### config.mk
export PLATFORM = sky130hd
export DESIGN_NAME = lrr_router
export DESIGN_NICKNAME = d
export VERILOG_FILES = /design/src/rtl/lrr_pkg.sv /design/src/rtl/lrr_chan_slot.sv /design/src/rtl/lrr_line_map.sv /design/src/rtl/lrr_msg_issue.sv /design/src/rtl/lrr_router.sv
export SDC_FILE = /design/constraint.sdc
export NUM_CORES = 1
export LEC_CHECK = 0
export CAP_MARGIN = 0
export CORE_ASPECT_RATIO = 0.7
export CORE_UTILIZATION = 44
export DETAILED_ROUTE_END_ITERATION = 12
export GPL_ROUTABILITY_DRIVEN = 1
export GPL_TIMING_DRIVEN = 0
export HOLD_SLACK_MARGIN = 0.08
export PLACE_DENSITY = 0.94
export SETUP_SLACK_MARGIN = 0.02
export SLEW_MARGIN = 20
export SYNTH_ARGS = -nofsm -noshare
export SYNTH_HDL_FRONTEND = slang
export SYNTH_SLANG_ARGS = --single-unit
### constraint.sdc
create_clock -name clk_i -period 4 [get_ports clk_i]
set_input_delay 1 -clock clk_i [delete_from_list [all_inputs] [get_ports clk_i]]
set_output_delay 1 -clock clk_i [all_outputs]
set_load 0.005 [all_outputs]
### src/rtl/lrr_pkg.sv
package lrr_pkg;
    localparam int ROUTE_W   = 5;
    localparam int N_LINES   = 1 << ROUTE_W;
    localparam int MSG_W     = 64;
    localparam int HALF_W    = MSG_W / 2;
    localparam int LEG_LINE0 = 0;
    localparam int LEG_LINE1 = 8;
endpackage

### src/rtl/lrr_chan_slot.sv
module lrr_chan_slot
    import lrr_pkg::*;
(
    input  logic               clk_i,
    input  logic               rst_ni,
    input  logic               set_i,
    input  logic               clr_i,
    input  logic               level_i,
    input  logic               msg_en_i,
    output logic               act_o,
    output logic               msg_evt_o
);
    typedef struct packed {
        logic pend;
    } slot_st_t;

    slot_st_t s_d, s_q;
    logic     held;

    always_comb begin
        s_d       = s_q;
        held      = s_q.pend & ~clr_i;
        if (msg_en_i) begin
            s_d.pend = 1'b0;
        end else begin
            s_d.pend = held | (set_i & level_i);
        end
        act_o     = ~msg_en_i & (held | set_i);
        msg_evt_o = msg_en_i & set_i;
    end

    always_ff @(posedge clk_i or negedge rst_ni) begin
        if (!rst_ni) s_q <= '0;
        else         s_q <= s_d;
    end

    // a latched level request survives until cleared
    p_level_holds_r6: assert property (@(posedge clk_i) disable iff (!rst_ni)
        (s_q.pend && !clr_i && !msg_en_i) |=> s_q.pend);

    // message delivery leaves nothing pending on the line side
    p_msg_drops_pend_r7: assert property (@(posedge clk_i) disable iff (!rst_ni)
        msg_en_i |=> !s_q.pend);
endmodule

### src/rtl/lrr_line_map.sv
module lrr_line_map
    import lrr_pkg::*;
#(
    parameter int N_CH = 3
) (
    input  logic [N_CH-1:0]         act_i,
    input  logic [N_CH*ROUTE_W-1:0] route_i,
    input  logic                    legacy_i,
    input  logic                    pit_i,
    input  logic                    rtc_i,
    input  logic                    rtc_mem_i,
    input  logic                    enter_i,
    input  logic                    leave_i,
    output logic [N_LINES-1:0]      lines_o
);
    always_comb begin : map_blk
        logic [ROUTE_W-1:0] dst;
        lines_o = '0;
        for (int c = 0; c < N_CH; c++) begin
            dst = route_i[c*ROUTE_W +: ROUTE_W];
            if (legacy_i && c == 0) dst = ROUTE_W'(LEG_LINE0);
            if (legacy_i && c == 1) dst = ROUTE_W'(LEG_LINE1);
            if (act_i[c]) lines_o[dst] = 1'b1;
        end
        if (!legacy_i) begin
            lines_o[LEG_LINE0] = lines_o[LEG_LINE0] | pit_i;
            lines_o[LEG_LINE1] = lines_o[LEG_LINE1] | rtc_i;
        end
        if (enter_i) begin
            lines_o[LEG_LINE0] = 1'b0;
            lines_o[LEG_LINE1] = 1'b0;
        end
        if (leave_i) begin
            lines_o[LEG_LINE0] = 1'b0;
            lines_o[LEG_LINE1] = rtc_mem_i;
        end
    end
endmodule

### src/rtl/lrr_msg_issue.sv
module lrr_msg_issue
    import lrr_pkg::*;
#(
    parameter int N_CH = 3
) (
    input  logic                  clk_i,
    input  logic                  rst_ni,
    input  logic [N_CH-1:0]       evt_i,
    input  logic [N_CH*MSG_W-1:0] msg_reg_i,
    input  logic                  ready_i,
    output logic                  valid_o,
    output logic [HALF_W-1:0]     addr_o,
    output logic [HALF_W-1:0]     data_o
);
    typedef struct packed {
        logic [N_CH-1:0]   pend;
        logic              valid;
        logic [HALF_W-1:0] addr;
        logic [HALF_W-1:0] data;
    } iss_st_t;

    iss_st_t         s_d, s_q;
    logic [N_CH-1:0] pool;
    logic [N_CH-1:0] grant;

    always_comb begin
        s_d   = s_q;
        pool  = s_q.pend | evt_i;
        grant = '0;
        if (!s_q.valid || ready_i) begin
            s_d.valid = 1'b0;
            for (int c = N_CH - 1; c >= 0; c--) begin
                if (pool[c]) begin
                    grant    = '0;
                    grant[c] = 1'b1;
                end
            end
            for (int c = 0; c < N_CH; c++) begin
                if (grant[c]) begin
                    s_d.valid = 1'b1;
                    s_d.addr  = msg_reg_i[c*MSG_W + HALF_W +: HALF_W];
                    s_d.data  = msg_reg_i[c*MSG_W +: HALF_W];
                end
            end
        end
        s_d.pend = pool & ~grant;
    end

    always_ff @(posedge clk_i or negedge rst_ni) begin
        if (!rst_ni) s_q <= '0;
        else         s_q <= s_d;
    end

    assign valid_o = s_q.valid;
    assign addr_o  = s_q.addr;
    assign data_o  = s_q.data;

    // a stalled request keeps its payload
    p_stall_holds_r9: assert property (@(posedge clk_i) disable iff (!rst_ni)
        (valid_o && !ready_i) |=> (valid_o && $stable(addr_o) && $stable(data_o)));

    // an event is never dropped
    p_evt_kept_r8: assert property (@(posedge clk_i) disable iff (!rst_ni)
        (|evt_i) |=> (s_q.valid || (|s_q.pend)));
endmodule

### src/rtl/lrr_router.sv
module lrr_router
    import lrr_pkg::*;
#(
    parameter int N_CH = 3
) (
    input  logic                  clk_i,
    input  logic                  rst_ni,
    input  logic [N_CH-1:0]       ch_set_i,
    input  logic [N_CH-1:0]       ch_clr_i,
    input  logic [N_CH-1:0]       ch_level_i,
    input  logic [N_CH-1:0]       ch_msg_en_i,
    input  logic [N_CH*5-1:0]     ch_route_sel_i,
    input  logic [N_CH*64-1:0]    ch_msg_reg_i,
    input  logic                  legacy_i,
    input  logic                  ext_pit_i,
    input  logic                  ext_rtc_i,
    output logic [31:0]           irq_o,
    output logic                  pit_en_o,
    output logic                  msg_valid_o,
    input  logic                  msg_ready_i,
    output logic [31:0]           msg_addr_o,
    output logic [31:0]           msg_data_o
);
    typedef struct packed {
        logic [N_LINES-1:0] irq;
        logic               pit_en;
        logic               rtc_mem;
        logic               mode;
    } top_st_t;

    top_st_t            s_d, s_q;
    logic [N_CH-1:0]    act;
    logic [N_CH-1:0]    msg_evt;
    logic [N_LINES-1:0] lines;
    logic               enter, leave;

    assign enter = legacy_i & ~s_q.mode;
    assign leave = ~legacy_i & s_q.mode;

    for (genvar c = 0; c < N_CH; c++) begin : g_ch
        lrr_chan_slot u_slot (
            .clk_i     (clk_i),
            .rst_ni    (rst_ni),
            .set_i     (ch_set_i[c]),
            .clr_i     (ch_clr_i[c]),
            .level_i   (ch_level_i[c]),
            .msg_en_i  (ch_msg_en_i[c]),
            .act_o     (act[c]),
            .msg_evt_o (msg_evt[c])
        );
    end

    lrr_line_map #(.N_CH(N_CH)) u_map (
        .act_i     (act),
        .route_i   (ch_route_sel_i),
        .legacy_i  (legacy_i),
        .pit_i     (ext_pit_i),
        .rtc_i     (ext_rtc_i),
        .rtc_mem_i (s_q.rtc_mem),
        .enter_i   (enter),
        .leave_i   (leave),
        .lines_o   (lines)
    );

    lrr_msg_issue #(.N_CH(N_CH)) u_msg (
        .clk_i     (clk_i),
        .rst_ni    (rst_ni),
        .evt_i     (msg_evt),
        .msg_reg_i (ch_msg_reg_i),
        .ready_i   (msg_ready_i),
        .valid_o   (msg_valid_o),
        .addr_o    (msg_addr_o),
        .data_o    (msg_data_o)
    );

    always_comb begin
        s_d         = s_q;
        s_d.irq     = lines;
        s_d.mode    = legacy_i;
        s_d.rtc_mem = ext_rtc_i;
        if (enter)      s_d.pit_en = 1'b0;
        else if (leave) s_d.pit_en = 1'b1;
    end

    always_ff @(posedge clk_i or negedge rst_ni) begin
        if (!rst_ni) begin
            s_q        <= '0;
            s_q.pit_en <= 1'b1;
        end else begin
            s_q <= s_d;
        end
    end

    assign irq_o    = s_q.irq;
    assign pit_en_o = s_q.pit_en;

    // mode entry lowers both shared lines and gates the timer
    p_enter_seq_r4: assert property (@(posedge clk_i) disable iff (!rst_ni)
        (legacy_i && !s_q.mode) |=> (!pit_en_o && !irq_o[LEG_LINE0] && !irq_o[LEG_LINE1]));

    // mode exit restores the remembered clock level
    p_exit_seq_r5: assert property (@(posedge clk_i) disable iff (!rst_ni)
        (!legacy_i && s_q.mode) |=> (pit_en_o && !irq_o[LEG_LINE0]
                                     && (irq_o[LEG_LINE1] == $past(s_q.rtc_mem))));

    // channel 0 owns line 0 during a steady legacy mode
    p_leg_ch0_r2: assert property (@(posedge clk_i) disable iff (!rst_ni)
        (legacy_i && s_q.mode && act[0]) |=> irq_o[LEG_LINE0]);
endmodule

==> impl_metrics.env <==
export IMPL_crit_required_ns=4.23
export IMPL_die_h_um=103
export IMPL_ctsHoldBuffers=0
export IMPL_first_pass_iters=5
export IMPL_diodes=0
export IMPL_hpwl_um=18300
export IMPL_cts_setup_buffers=0
export IMPL_synth_area_um2=6390
export IMPL_placed_cell_area_um2=9840
export IMPL_synth_seq_cells=106
export IMPL_synthesis_nets=917
export IMPL_p_switching_w=0.00115
export IMPL_end_kind="flip-flop"
export IMPL_max_slew_margin=0.221
export IMPL_tightest_slew_ns=1.17
export IMPL_io_pins=323
export IMPL_wire_per_inst_um=18.9
export IMPL_hp_class="flip-flop to flip-flop"
export IMPL_cts_sinks=106
export IMPL_synth_cell_types=48
export IMPL_status="completed"
export IMPL_rsz0062_at_grt="no"
export IMPL_cts_root_buf="clkbuf_16"
export IMPL_yosysWarnings=0
export IMPL_path_cells="clkdlybuf4s50_1, buf_2, buf_1, inv_1, ha_1, a21oi_1, o221a_2, a21oi_1"
export IMPL_cpLargestDelayFamily="buffers and inverters"
export IMPL_final_cell_mix="clkdlybuf4s50_1 (317), dfrtp_1 (105), nand2_1 (98), buf_4 (98), nor2_1 (84)"
export IMPL_drc_errors=0
export IMPL_cts_buffers=9
export IMPL_layout_nets=1247
export IMPL_fin_crit_ns=3.00
export IMPL_clk_pin_slew_ns=0.07
export IMPL_dieArea_um2=15000
export IMPL_power_frac_seq=0.360
export IMPL_whs_ns=0.478
export IMPL_skew_ns=0.00811
export IMPL_grt_overflow_total=0
export IMPL_vdd_ir_drop_max_v=0.000215
export IMPL_combPwrFrac=0.415
export IMPL_ys_seq_area_frac=0.415
export IMPL_cts_htree_levels=3
export IMPL_p_int_w=0.00261
export IMPL_grt_usage=0.301
export IMPL_setup_viol=0
export IMPL_cpMostUsedCell="a21oi_1"
export IMPL_cp_slowest_cell="clkdlybuf4s50_1"
export IMPL_fmax_mhz=334
export IMPL_switching_share=0.306
export IMPL_post_synth_inst_count=690
export IMPL_antenna_left=0
export IMPL_grt_max_degree=75
export IMPL_synthToLayoutAreaGrowth_pct=58.3
export IMPL_clk_latency_ns=0.35
export IMPL_crit_type="input port to flip-flop"
export IMPL_grt_pass1_wl_um=34400
export IMPL_synth_edf_count=0
export IMPL_drtIter0Drc=484
export IMPL_slowest_delay_ns=0.57
export IMPL_p_leak_nw=4.23
export IMPL_core_area_um2=14100
export IMPL_drive_above_1_share=0.166
export IMPL_power_total_w=0.00376
export IMPL_die_w_um=146
export IMPL_route_vias_total=6640
export IMPL_cts_resized=0
export IMPL_arrival_ns=3.23
export IMPL_crit_fanout=10
export IMPL_finish_utilization=0.720
export IMPL_avgViaCountPerCell=5.47
export IMPL_place_congestion=1.00
export IMPL_io_buffers=318
export IMPL_period_share=0.749
export IMPL_ys_async_sr_fraction=1.00
export IMPL_p_clk_frac=0.226
export IMPL_layout_cells_most_common="clkdlybuf4s50_1"
export IMPL_start_util=0.455
export IMPL_cap_violations=0
export IMPL_fin_area_um2=10100
export IMPL_cts_buffer_depth=2
export IMPL_synth_top_flop_cell="dfrtp_1"
export IMPL_hold_violations=0
export IMPL_grt_pass1_vias=6329
export IMPL_startpoint_type="input port"
export IMPL_finalWirelength_um=23000
export IMPL_power_density_nw_per_um2=372
export IMPL_crit_buf_inv=4
export IMPL_antenna_found_initial=0
export IMPL_avgSynthCellArea_um2=9.27
export IMPL_num_rows=36
export IMPL_cts_tree="yes"
export IMPL_drv_slew=0
==> path summary, 6_finish.rpt <==
| kind | start | end | slack, ns | depth (start not counted) |
|---|---|---|---|---|
| max in group asynchronous | rst_ni | irq_o[6] | 2.76 | 2 |
| max | legacy_i | irq_o[8] | 1.00 | 8 |
| min | u_msg.addr_o[10] | u_msg.addr_o[10] | 0.48 | 2 |
| min in group asynchronous | rst_ni | s_q[0] | 0.54 | 1 |
| min reg2reg | u_msg.addr_o[10] | u_msg.addr_o[10] | 0.48 | 2 |
| max reg2reg | g_ch[2].u_slot.s_q | irq_o[2] | 2.03 | 4 |
==> synthesized netlist by cell type, drive strengths merged (2+ instances only) <==
master | number | area share
nor3 | 5 | 0.0039
nand2 | 98 | 0.058
o221ai | 27 | 0.037
dfrtp | 105 | 0.41
a2111oi | 3 | 0.0090
nor3b | 6 | 0.0070
inv | 9 | 0.0053
a221oi | 64 | 0.088
a21oi | 9 | 0.0076
ha | 2 | 0.0039
clkbuf | 25 | 0.015
a21o | 2 | 0.0023
nor2b | 7 | 0.0072
o21ai | 7 | 0.0055
o211ai | 2 | 0.0023
a22oi | 4 | 0.0047
o2bb2ai | 2 | 0.0027
nand4 | 2 | 0.0020
or2 | 2 | 0.0020
or3 | 3 | 0.0029
nand3 | 10 | 0.0078
nand2b | 12 | 0.013
o31ai | 64 | 0.091
buf | 121 | 0.14
o21a | 2 | 0.0023
nor2 | 85 | 0.051
==> worst reg2reg max path, cell delays in order (launching register included) <==
cell	delay (ns)
dfrtp_1	0.38
nand2b_4	0.10
a2111oi_2	1.05
a22oi_1	0.23
o21ai_1	0.14
==> state kept, by name, summed over array words and instances (netlist names) <==
signal / cells
irq_o: 32
u_msg.addr_o: 32
u_msg.data_o: 32
g_ch.u_slot.s_q: 3
u_msg.s_q: 3
s_q: 2
pit_en_o: 1
u_msg.valid_o: 1
==> final cells by class <==
class                      count  area (um^2)
buffer                       146          981
clock buffer                   9          225
tap                          190          238
fill                        1012         3940
inverter                       9         33.8
clock inverter                 7         50.0
sequential                   106         2650
timing repair buffer         319         3210
multi-input combinational    429         2730
==> layer usage <==
metal,GRT usage,up-vias,wire length [um]
li1,-,3096,-
met1,0.397,3152,9520
met2,0.497,355,10900
met3,0.0757,37,2110
met4,0.0849,0,485
met5,0,-,0
==> cells by family after synthesis <==
kind of cell	count (synthesis)	synth area share
and+or+nand+nor	235	0.161
AOI/OAI and AO/OA	192	0.261
buffers and inverters	155	0.159
DFF	106	0.415
adders and majority gates	2	0.00391
==> stage by stage <==
stage               TNS, ns  setup WS [ns]  cells
floorplan                 0           1.76    690
detailed placement        0          0.725   1199
global route              0          0.888   1215
global placement    -226.37          -2.16   1198
finish                    0           1.00   1215
CTS                       0           1.08   1215
==> power by group through the flow <==
| stage | sequential, W | combinational [W] | clock [W] |
|---|---|---|---|
| after detailed placement | 0.00137 | 0.00156 | 0 |
| after floorplan | 0.00135 | 0.000761 | 0 |
| after global routing | 0.00138 | 0.00168 | 0.000907 |
| final | 0.00135 | 0.00156 | 0.000848 |
| after global placement | 0.00136 | 0.00153 | 0 |
| after CTS | 0.00135 | 0.00156 | 0.000863 |
Note: power is estimated with default switching activity, not from simulation.
